## src/rtl/dbg_exec_pkg.sv

```systemverilog
// Shared types for the stop-mode debug execution controller.
// Assumes: all users compile this package first.
package dbg_exec_pkg;

    // Execution states of the controller.
    typedef enum logic [2:0] {
        ST_HALT  = 3'd0,
        ST_STEP  = 3'd1,
        ST_RUN   = 3'd2,
        ST_SYNCW = 3'd3,
        ST_FREE  = 3'd4
    } dbg_state_e;

    // Collected break sources that can stop execution in run.
    typedef struct packed {
        logic user_halt;
        logic hw_bp;
        logic sw_bp;
        logic watch;
        logic ext_trig;
    } brk_ev_t;

endpackage

```

## src/rtl/dbg_event_arb.sv

```systemverilog
// Break-event arbiter: decides when a run must end in debug-halt.
// Combines the break sources, postpones the halt while interrupt entry
// is in progress, and says whether interrupts may be accepted in run.
// Assumes: in_run is high only while the controller is in the run state.
module dbg_event_arb
    import dbg_exec_pkg::*;
(
    input  logic    clk,
    input  logic    rst_n,
    input  logic    in_run,
    input  brk_ev_t brk_ev,
    input  logic    isr_busy,
    output logic    take_halt,
    output logic    bp_block,
    output logic    run_irq_ok
);

    logic brk_now;
    logic defer_q;

    // Detect any break source while running.
    always_comb begin
        brk_now  = in_run && (|brk_ev);
        bp_block = in_run && (brk_ev.hw_bp || brk_ev.sw_bp);
    end

    // Halt now unless interrupt entry is under way; open irqs only when calm.
    always_comb begin
        take_halt  = in_run && (brk_now || defer_q) && !isr_busy;
        run_irq_ok = in_run && !brk_now && !defer_q;
    end

    // Remember a break event that arrived during interrupt entry.
    always_ff @(posedge clk) begin
        if (!rst_n) begin
            defer_q <= 1'b0;
        end else if (!in_run || take_halt) begin
            defer_q <= 1'b0;
        end else if (brk_now && isr_busy) begin
            defer_q <= 1'b1;
        end
    end

endmodule

```

## src/rtl/dbg_irq_gate.sv

```systemverilog
// Interrupt gate: one pending bit per source and a fixed-priority grant.
// A request that finds its bit already set is lost. Lower index wins.
// Assumes: irq_req bits are single-cycle pulses or levels; a level re-arms
// its bit each cycle.
module dbg_irq_gate #(
    parameter int unsigned N_IRQ = 4
) (
    input  logic             clk,
    input  logic             rst_n,
    input  logic [N_IRQ-1:0] irq_req,
    input  logic             gate_open,
    output logic [N_IRQ-1:0] irq_grant
);

    logic [N_IRQ-1:0] pend_q;
    logic [N_IRQ-1:0] first_pend;

    // Pick the lowest-numbered pending source.
    always_comb begin
        logic found;
        found      = 1'b0;
        first_pend = '0;
        for (int i = 0; i < int'(N_IRQ); i++) begin
            if (!found && pend_q[i]) begin
                first_pend[i] = 1'b1;
                found         = 1'b1;
            end
        end
    end

    // Grant only while the window is open.
    always_comb begin
        irq_grant = gate_open ? first_pend : '0;
    end

    // Clear the granted bit, then collect new requests.
    always_ff @(posedge clk) begin
        if (!rst_n) begin
            pend_q <= '0;
        end else begin
            pend_q <= (pend_q & ~irq_grant) | irq_req;
        end
    end

endmodule

```

## src/rtl/dbg_exec_fsm.sv

```systemverilog
// Execution-state machine: halt, step, run, sync wait and free-run.
// Drives the pipeline-advance enable, the interrupt window, the halted
// flag and the step-done pulse.
// Assumes: debugger commands are single-cycle pulses; stop_en and sync_cfg
// are levels read when a run command or reset is taken.
module dbg_exec_fsm
    import dbg_exec_pkg::*;
(
    input  logic       clk,
    input  logic       rst_n,
    input  logic       stop_en,
    input  logic       sync_cfg,
    input  logic       cmd_halt,
    input  logic       cmd_run,
    input  logic       cmd_step,
    input  logic       step_int_en,
    input  logic       sync_strobe,
    input  logic       pkt_valid,
    input  logic       take_halt,
    input  logic       bp_block,
    input  logic       run_irq_ok,
    output dbg_state_e st,
    output logic       step_ie_q,
    output logic       adv_en,
    output logic       gate_open,
    output logic       halted,
    output logic       step_done
);

    dbg_state_e st_q;
    dbg_state_e st_d;
    logic       step_fin;

    // A step ends when its one packet advances (a halt command overrides it).
    always_comb begin
        step_fin = (st_q == ST_STEP) && !cmd_halt && pkt_valid;
    end

    // Next-state selection.
    always_comb begin
        st_d = st_q;
        unique case (st_q)
            ST_HALT: begin
                if (cmd_run) begin
                    if (!stop_en)      st_d = ST_FREE;
                    else if (sync_cfg) st_d = ST_SYNCW;
                    else               st_d = ST_RUN;
                end else if (cmd_step) begin
                    st_d = ST_STEP;
                end
            end
            ST_STEP: begin
                if (cmd_halt || step_fin) st_d = ST_HALT;
            end
            ST_RUN: begin
                if (take_halt) st_d = ST_HALT;
            end
            ST_SYNCW: begin
                if (cmd_halt)         st_d = ST_HALT;
                else if (sync_strobe) st_d = ST_RUN;
            end
            ST_FREE: begin
                if (cmd_halt) st_d = ST_HALT;
            end
            default: st_d = ST_HALT;
        endcase
    end

    // State register; reset picks halt or free-run from stop_en.
    always_ff @(posedge clk) begin
        if (!rst_n) begin
            st_q <= stop_en ? ST_HALT : ST_FREE;
        end else begin
            st_q <= st_d;
        end
    end

    // Latch the step's interrupt permission when a step command is taken.
    always_ff @(posedge clk) begin
        if (!rst_n) begin
            step_ie_q <= 1'b0;
        end else if (st_q == ST_HALT && !cmd_run && cmd_step) begin
            step_ie_q <= step_int_en;
        end
    end

    // One-cycle pulse on the first halted cycle after a completed step.
    always_ff @(posedge clk) begin
        if (!rst_n) begin
            step_done <= 1'b0;
        end else begin
            step_done <= step_fin;
        end
    end

    // Pipeline-advance enable per state.
    always_comb begin
        unique case (st_q)
            ST_RUN:  adv_en = !(take_halt || bp_block);
            ST_STEP: adv_en = !cmd_halt;
            ST_FREE: adv_en = !cmd_halt;
            default: adv_en = 1'b0;
        endcase
    end

    // Interrupt window per state.
    always_comb begin
        unique case (st_q)
            ST_RUN:  gate_open = run_irq_ok;
            ST_STEP: gate_open = step_ie_q && !cmd_halt;
            ST_FREE: gate_open = !cmd_halt;
            default: gate_open = 1'b0;
        endcase
    end

    // Halted status and state export.
    always_comb begin
        halted = (st_q == ST_HALT);
        st     = st_q;
    end

endmodule

```

## src/rtl/dbg_exec_ctrl.sv

```systemverilog
// Top of the stop-mode debug execution controller. Connects the break-event
// arbiter, the execution-state machine and the interrupt gate.
// Assumes: break-event inputs refer to the packet currently at the entrance
// of the second decode stage, or to the current cycle for asynchronous sources.
module dbg_exec_ctrl
    import dbg_exec_pkg::*;
#(
    parameter int unsigned N_IRQ = 4
) (
    input  logic             clk,
    input  logic             rst_n,
    input  logic             stop_en,
    input  logic             sync_cfg,
    input  logic             cmd_halt,
    input  logic             cmd_run,
    input  logic             cmd_step,
    input  logic             step_int_en,
    input  logic             sync_strobe,
    input  logic             ev_hw_bp,
    input  logic             ev_sw_bp,
    input  logic             ev_watch,
    input  logic             ev_ext_trig,
    input  logic             pkt_valid,
    input  logic [N_IRQ-1:0] irq_req,
    input  logic             isr_busy,
    output logic             adv_en,
    output logic             irq_gate,
    output logic [N_IRQ-1:0] irq_grant,
    output logic             halted,
    output logic             step_done
);

    dbg_state_e st;
    brk_ev_t    brk_ev;
    logic       take_halt;
    logic       bp_block;
    logic       run_irq_ok;
    logic       step_ie_q;
    logic       gate_open;

    // Gather the break sources.
    always_comb begin
        brk_ev.user_halt = cmd_halt;
        brk_ev.hw_bp     = ev_hw_bp;
        brk_ev.sw_bp     = ev_sw_bp;
        brk_ev.watch     = ev_watch;
        brk_ev.ext_trig  = ev_ext_trig;
    end

    dbg_event_arb u_arb (
        .clk        (clk),
        .rst_n      (rst_n),
        .in_run     (st == ST_RUN),
        .brk_ev     (brk_ev),
        .isr_busy   (isr_busy),
        .take_halt  (take_halt),
        .bp_block   (bp_block),
        .run_irq_ok (run_irq_ok)
    );

    dbg_exec_fsm u_fsm (
        .clk         (clk),
        .rst_n       (rst_n),
        .stop_en     (stop_en),
        .sync_cfg    (sync_cfg),
        .cmd_halt    (cmd_halt),
        .cmd_run     (cmd_run),
        .cmd_step    (cmd_step),
        .step_int_en (step_int_en),
        .sync_strobe (sync_strobe),
        .pkt_valid   (pkt_valid),
        .take_halt   (take_halt),
        .bp_block    (bp_block),
        .run_irq_ok  (run_irq_ok),
        .st          (st),
        .step_ie_q   (step_ie_q),
        .adv_en      (adv_en),
        .gate_open   (gate_open),
        .halted      (halted),
        .step_done   (step_done)
    );

    dbg_irq_gate #(.N_IRQ(N_IRQ)) u_irq (
        .clk       (clk),
        .rst_n     (rst_n),
        .irq_req   (irq_req),
        .gate_open (gate_open),
        .irq_grant (irq_grant)
    );

    // Export the interrupt window.
    always_comb begin
        irq_gate = gate_open;
    end

endmodule

```

## config.mk

```make
export PLATFORM = sky130hd
export DESIGN_NAME = dbg_exec_ctrl
export DESIGN_NICKNAME = d
export VERILOG_FILES = /design/src/rtl/dbg_exec_pkg.sv /design/src/rtl/dbg_event_arb.sv /design/src/rtl/dbg_irq_gate.sv /design/src/rtl/dbg_exec_fsm.sv /design/src/rtl/dbg_exec_ctrl.sv
export SDC_FILE = /design/constraint.sdc
export NUM_CORES = 1
export LEC_CHECK = 0
export ABC_CLOCK_PERIOD_IN_PS = 2100
export BUFFER_PORTS_ARGS = -buffer_cell sky130_fd_sc_hd__clkbuf_2
export CAP_MARGIN = 10
export CORE_MARGIN = 1
export CORE_UTILIZATION = 44
export CTS_BUF_LIST = sky130_fd_sc_hd__clkbuf_4 sky130_fd_sc_hd__clkbuf_8 sky130_fd_sc_hd__clkbuf_16
export DETAILED_ROUTE_END_ITERATION = 12
export GPL_ROUTABILITY_DRIVEN = 0
export HOLD_SLACK_MARGIN = 0.08
export PLACE_DENSITY = 0.84
export SYNTH_ARGS = -nofsm -noshare
export SYNTH_HDL_FRONTEND = slang
export SYNTH_SLANG_ARGS = --single-unit
export TNS_END_PERCENT = 100
```

## constraint.sdc

```tcl
create_clock -name clk -period 2.1 [get_ports clk]
set_clock_uncertainty 0.05 [all_clocks]
set_input_delay 0 -clock clk [delete_from_list [all_inputs] [get_ports clk]]
set_output_delay 0 -clock clk [all_outputs]
set_load 0.05 [all_outputs]
```

; ---- After elaboration in Yosys (flattened, before gate mapping)
; Index checks and enable logic that the tools add are counted.
[word_totals]
ff_bits = 10
wordCells = 74
output_inout_bits = 8
in_bits = 19
[classes]
n_eq_ne = 9
n_reduce_logical = 35
n_bitwise = 4
n_mux = 21
[op_table]
columns = op, n
row1 = $mux 3, 10
row2 = $logic_and 1x1->1, 15
row3 = $pmux 3 s5, 1
row4 = $logic_not 1->1, 10
row5 = $ne 3x3->1 const B, 3
row6 = $ne 4x4->1 const B, 2
row7 = $mux 1, 7
row8 = $eq 3x2->1 const B, 2
row9 = $logic_or 1x1->1, 5
row10 = $reduce_and 5->1, 1
row11 = $reduce_or 5->1, 1
row12 = $and 4x4->4, 1
row13 = $mux 4, 1
row14 = $not 4->4, 1
row15 = $or 4x4->4, 1
row16 = $reduce_or 2->1, 2
row17 = $eq 3x1->1 const B, 1
row18 = $eq 3x3->1 const B, 1
row19 = $logic_not 3->1, 1
row20 = $pmux 1 s3, 1
row21 = $pmux 1 s2, 1
row22 = $not 1->1, 1

; ---- Depth between registers and ports, before layout
[logic_depth]
ltp_word = 14
depth_mapped = 5
ltp_nobuf = 4

; ---- By module
; A second synthesis with hierarchy kept.
[hier_totals]
hier_cells = 72
hier_area_um2 = 645.6
[by_module_without_submodules]
columns = mod, area_each_um2, seq_area_each_um2, n_inst, cells_each
row1 = dbg_exec_fsm, 379.1, 130.1, 1, 41
row2 = dbg_irq_gate, 183.9, 80.1, 1, 21
row3 = dbg_event_arb, 70.1, 20.0, 1, 9
row4 = dbg_exec_ctrl, 12.5, 0.0, 1, 1

; ---- Worst setup path after synthesis
; OpenSTA, ideal clock, no wires.
[synth_timing]
path_kind = reg2reg
start = register u_fsm.st_q[0], in the netlist u_fsm.st[0]
end = register u_fsm.st_q[0], in the netlist u_fsm.st[0] (enable)
path_stages_with_launch = 4
required_ps = 1776
slack_ps = 122
setup_ps = 274
t_arrival_ps = 1654
n_path_buf = 0
path_cell_list = edfxtp_1 > nor3_2 > nor3b_1 > o31ai_1
[synth_between]
word_cells_on_any_way = 18
cone_classes = eq/ne (9) / reduce/logical (9)
[synth_lines]
columns = element, line
row1 = "start, declared", dbg_exec_fsm.sv:30  ; dbg_state_e st_q;
row2 = "start signal, assigned", dbg_exec_fsm.sv:72  ; st_q <= stop_en ? ST_HALT : ST_FREE;
row3 = "start signal, assigned", dbg_exec_fsm.sv:74  ; st_q <= st_d;
row4 = $logic_not 3->1, -
row5 = named net halted, dbg_exec_ctrl.sv:29  ; output logic halted,
row6 = $ne 4x4->1 (no source line), -
row7 = $reduce_and 5->1 (no source line), -
; The timed path passes the listed nets, and every way through them passes these cells.
; A chain may end at the register's enable or synchronous reset.

; ---- Worst setup path in the final report
[layout_timing]
start = register u_fsm.st_q[0], in the netlist u_fsm.st[0]
end = register u_irq.pend_q[1]
[layout_between]
elab_chain_len = 10
word_cells_on_any_way = 12
cone_classes = eq/ne (3) / mux (2) / bitwise (3) / reduce/logical (4)
[layout_rtl]
columns = element, line
row1 = $eq 3x2->1, "dbg_exec_fsm.sv:108, dbg_exec_ctrl.sv:53"
row2 = $logic_and 1x1->1, dbg_event_arb.sv:23  ; brk_now = in_run && (|brk_ev);
row3 = $logic_not 1->1, dbg_event_arb.sv:30  ; run_irq_ok = in_run && !brk_now && !defer_q;
row4 = $logic_and 1x1->1 (2 in series), dbg_event_arb.sv:30
row5 = $pmux 1 s3 (*), dbg_exec_fsm.sv:108  ; unique case (st_q)
row6 = $mux 4 (*), dbg_irq_gate.sv:33  ; irq_grant = gate_open ? first_pend : '0;
row7 = $not 4->4 (*), dbg_irq_gate.sv:41  ; pend_q <= (pend_q & ~irq_grant) | irq_req;
row8 = $and 4x4->4 (*), dbg_irq_gate.sv:41
row9 = $or 4x4->4 (*), dbg_irq_gate.sv:41
row10 = "end signal, assigned", dbg_irq_gate.sv:41
row11 = "end, declared", dbg_irq_gate.sv:15  ; logic [N_IRQ-1:0] pend_q;
; Mark *: on every way between the ends. The rest lies on a longest branch, timed or not.

==> metrics <==
crit path max fanout 8; global-route wire length before repair around 2600 um; Leakage 0.000450 uW; setup slack of the most critical reg-to-reg path 0.06 ns; final critical-path required period 2.04 ns; starting density of the core 0.509; share of cells above drive strength 1 0.319; number of antenna violations at the first check in global routing 0; Max VDD drop 506 uV; Post-Synthesis Mean Instance Area 8.51 um^2; Worst Setup Path Type flip-flop to flip-flop; Clock Power Share 0.203; final antenna-violating net count 0; worst-case hold path end point u_fsm.st[2]$_DFFE_PP_; gr usage total 0.265; largest net degree at the start of global routing 13; internal cell power 429 uW; register clock-pin slew on the reported worst setup and hold paths 0.08 ns; height of the chip just under 40 um; number of nets produced by synthesis 90; die area 0.00153 mm^2; worst min-delay path class input pin to flip-flop; total I/O pin count 27; GRT Residual Overflow 0; number of port buffers 26; outcome complete, no violations; number of global-route vias before repair 632; Rows 12; part of the total power dissipated in sequential elements 0.361; via count 708; endpoint kind of the worst setup timing path flip-flop; setup repair after global routing missed its margin true; source-to-sink clock delay at the later pin of the worst-skew pair 0.28 ns; count of cell types in the netlist 29; arrival time at the worst endpoint between 2 and 2.5 ns; Vias per Instance 5.32; cell-by-cell trace of the critical path nor2b_1, a21oi_2, o32ai_4, a21oi_1, dlygate4sd3_1; Antenna diodes 0; Data required, critical path between 2 and 2.5 ns; 1st-pass router iterations 4; Switching Fraction 0.411; launching element type of the critical path flip-flop; fraction of the yosys area taken by sequential cells 0.381; net switching power 300 uW; Ys Warns 0; HPWL reported at the end of detailed placement around 970 um; pwr dens about 750 mW/mm^2; die span in x 39.1 um; detail-routed net length per standard cell 13.1 um; DR iter-0 viols 11; Clock Tree Buf Depth 2; Util after Layout 0.816; achievable frequency 490 MHz; number of levels the H-tree was split into 1; Mapped Area 604 um^2; r2r worst-path depth 5; TritonCTS Sinks 10; setup TNS 0 ns; max-capacitance violation count 0; fin. max-slew vios 0; share of synthesized registers carrying an async set or reset 0; fin nets 139; final routed wirelength across all metal layers 1740 um; number of instances on the worst hold path 3; Max-slew headroom 0.619; register bit count reported by yosys 10; endpoints failing setup 0; most used flip-flop cell after synthesis sky130_fd_sc_hd__dfxtp_1; Syn-to-layout area delta 60.2%; number of synthesized flops with an enable pin 3; core box area 0.00119 mm^2; combinational share of power 0.436; start point of the worst min-delay path cmd_run; actual slew at the worst max-slew pin 0.567 ns; final hold slack 0.0718 ns; maximum cell stage delay along the critical path 0.58 ns; fraction of the cycle the final worst path needs 0.971; cell at the root of the clock tree sky130_fd_sc_hd__clkbuf_4; TritonCTS clock tree built; cell with the largest stage delay on the worst path sky130_fd_sc_hd__dlygate4sd3_1; Num CTS Buffers 3; post-detailed-route DRC marker count 0; cells after synthesis 71; beginning of the worst register-to-register path u_fsm.st[0]$_SDFFCE_PN0P_; number of endpoints with negative hold slack in the final report 0; endpoint of the worst register-to-register path u_irq.pend_q[1]$_SDFF_PN0_
==> flip-flops by register name, indices dropped and copies added (netlist names) <==
register         count
u_fsm.step_done      1
u_irq.pend_q         4
u_arb.defer_q        1
u_fsm.st             3
u_fsm.step_ie_q      1
==> layout make-up <==
type                            count  area (um^2)
Sequential cell                    10          230
Tap cell                           14         17.5
Multi-Input combinational cell     58          368
Fill cell                          82          218
Clock buffer                        3         22.5
Inverter                            1         3.75
Timing Repair Buffer               46          323
Clock inverter                      1         3.75
==> kinds of logic after synthesis <==
kind of cell           after synthesis  share of synthesized area
AO/OA/AOI/OAI                       16                      0.205
buffers and inverters                3                     0.0207
flip-flops                          10                      0.381
multiplexers                         2                     0.0331
AND/OR/NAND/NOR                     40                      0.360
==> timing repair <==
| action | CTS | global route |
|---|---|---|
| hold buffers | 17 | 0 |
| endpoints found under the hold margin | 9 | 0 |
| buffers inserted | 0 | 3 |
| setup endpoints to repair | 0 | 6 |
| resized for setup | 0 | 1 |
==> worst max-delay path by stage <==
| stage | startpoint | end | slack [ns] | cells after the start |
|---|---|---|---|---|
| 2_1_floorplan | u_fsm.st[0]$_SDFFCE_PN0P_ | u_fsm.st[0]$_SDFFCE_PN0P_ | 0.12 | 3 |
| 3_3_place_gp | u_fsm.st[1]$_SDFFCE_PN0P_ | u_fsm.st[0]$_SDFFCE_PN0P_ | 0.41 | 3 |
| 3_5_place_dp | u_fsm.st[1]$_SDFFCE_PN0P_ | u_fsm.st[0]$_SDFFCE_PN0P_ | 0.34 | 3 |
| 4_1_cts | u_fsm.st[1]$_SDFFCE_PN0P_ | u_irq.pend_q[1]$_SDFF_PN0_ | 0.08 | 5 |
| 5_1_grt | u_fsm.st[0]$_SDFFCE_PN0P_ | u_irq.pend_q[3]$_SDFF_PN0_ | -0.007 | 5 |
| 6_report | u_fsm.st[0]$_SDFFCE_PN0P_ | u_irq.pend_q[1]$_SDFF_PN0_ | 0.06 | 5 |
==> power groups by stage <==
stage | logic (uW) | clock network [uW] | registers, uW
2_1_floorplan | 203 | 0 | 256
3_3_place_gp | 241 | 0 | 272
3_5_place_dp | 247 | 0 | 275
4_1_cts | 278 | 140 | 271
5_1_grt | 339 | 152 | 267
6_report | 317 | 148 | 263
==> critical path, delay by kind of cell (launching register included) <==
| kind | cells | cell delay (ns) |
|---|---|---|
| buf+inv | 1 | 0.58 |
| compound gates | 3 | 0.51 |
| simple gates | 1 | 0.24 |
| flops | 1 | 0.54 |
==> layer usage <==
layer / up-vias / routed length (um) / track usage
li1: 351 / - / -
met1: 321 / 672 / 0.269
met2: 27 / 926 / 0.504
met3: 9 / 79 / 0.0405
met4: 0 / 62 / 0.138
met5: - / 0 / 0
==> cell usage after synthesis, types with 2 or more instances <==
| library cell | number | area share |
|---|---|---|
| sky130_fd_sc_hd__o21ai_1 | 2 | 0.017 |
| sky130_fd_sc_hd__and2_1 | 2 | 0.021 |
| sky130_fd_sc_hd__nand2_1 | 11 | 0.068 |
| sky130_fd_sc_hd__nor2_1 | 9 | 0.056 |
| sky130_fd_sc_hd__nor2b_1 | 2 | 0.021 |
| sky130_fd_sc_hd__nand3_1 | 3 | 0.025 |
| sky130_fd_sc_hd__nand3b_1 | 3 | 0.037 |
| sky130_fd_sc_hd__dfxtp_1 | 7 | 0.23 |
| sky130_fd_sc_hd__o21ai_0 | 3 | 0.025 |
| sky130_fd_sc_hd__a21oi_1 | 5 | 0.041 |
| sky130_fd_sc_hd__and3_1 | 2 | 0.021 |
| sky130_fd_sc_hd__and3b_1 | 2 | 0.029 |
| sky130_fd_sc_hd__edfxtp_1 | 3 | 0.15 |
| sky130_fd_sc_hd__mux2i_1 | 2 | 0.033 |
==> through the flow <==
stage                     instance area, um^2  setup WS [ns]  cells  total power (uW)
after floorplan                           604          0.122     71               459
after global placement                    743          0.405    109               512
after detailed placement                  743          0.336    109               521
after CTS                                 940         0.0796    130               689
after global routing                      968       -0.00739    133               758
final                                     968         0.0601    133               729
==> placed cells by master, fill, tap and decap left out <==
cell type / instances
sky130_fd_sc_hd__a21bo_2: 1
sky130_fd_sc_hd__a21oi_1: 5
sky130_fd_sc_hd__a21oi_2: 1
sky130_fd_sc_hd__and2_1: 2
sky130_fd_sc_hd__and2b_1: 1
sky130_fd_sc_hd__and3_1: 2
sky130_fd_sc_hd__and3b_1: 2
sky130_fd_sc_hd__buf_4: 3
sky130_fd_sc_hd__clkbuf_2: 26
sky130_fd_sc_hd__clkbuf_4: 3
sky130_fd_sc_hd__clkinv_1: 1
sky130_fd_sc_hd__dfxtp_1: 7
sky130_fd_sc_hd__dlygate4sd3_1: 17
sky130_fd_sc_hd__edfxtp_1: 3
sky130_fd_sc_hd__inv_1: 1
sky130_fd_sc_hd__mux2i_1: 2
sky130_fd_sc_hd__nand2_1: 11
sky130_fd_sc_hd__nand2b_1: 1
sky130_fd_sc_hd__nand3_1: 3
sky130_fd_sc_hd__nand3b_1: 3
sky130_fd_sc_hd__nor2_1: 9
sky130_fd_sc_hd__nor2b_1: 2
sky130_fd_sc_hd__nor3_2: 1
sky130_fd_sc_hd__nor3b_1: 1
sky130_fd_sc_hd__nor3b_4: 1
sky130_fd_sc_hd__nor4_1: 1
sky130_fd_sc_hd__o21a_1: 1
sky130_fd_sc_hd__o21ai_0: 3
sky130_fd_sc_hd__o21ai_1: 2
sky130_fd_sc_hd__o22ai_2: 1
sky130_fd_sc_hd__o31ai_1: 1
sky130_fd_sc_hd__o32ai_4: 1
Note: power is estimated with default switching activity, not from simulation.
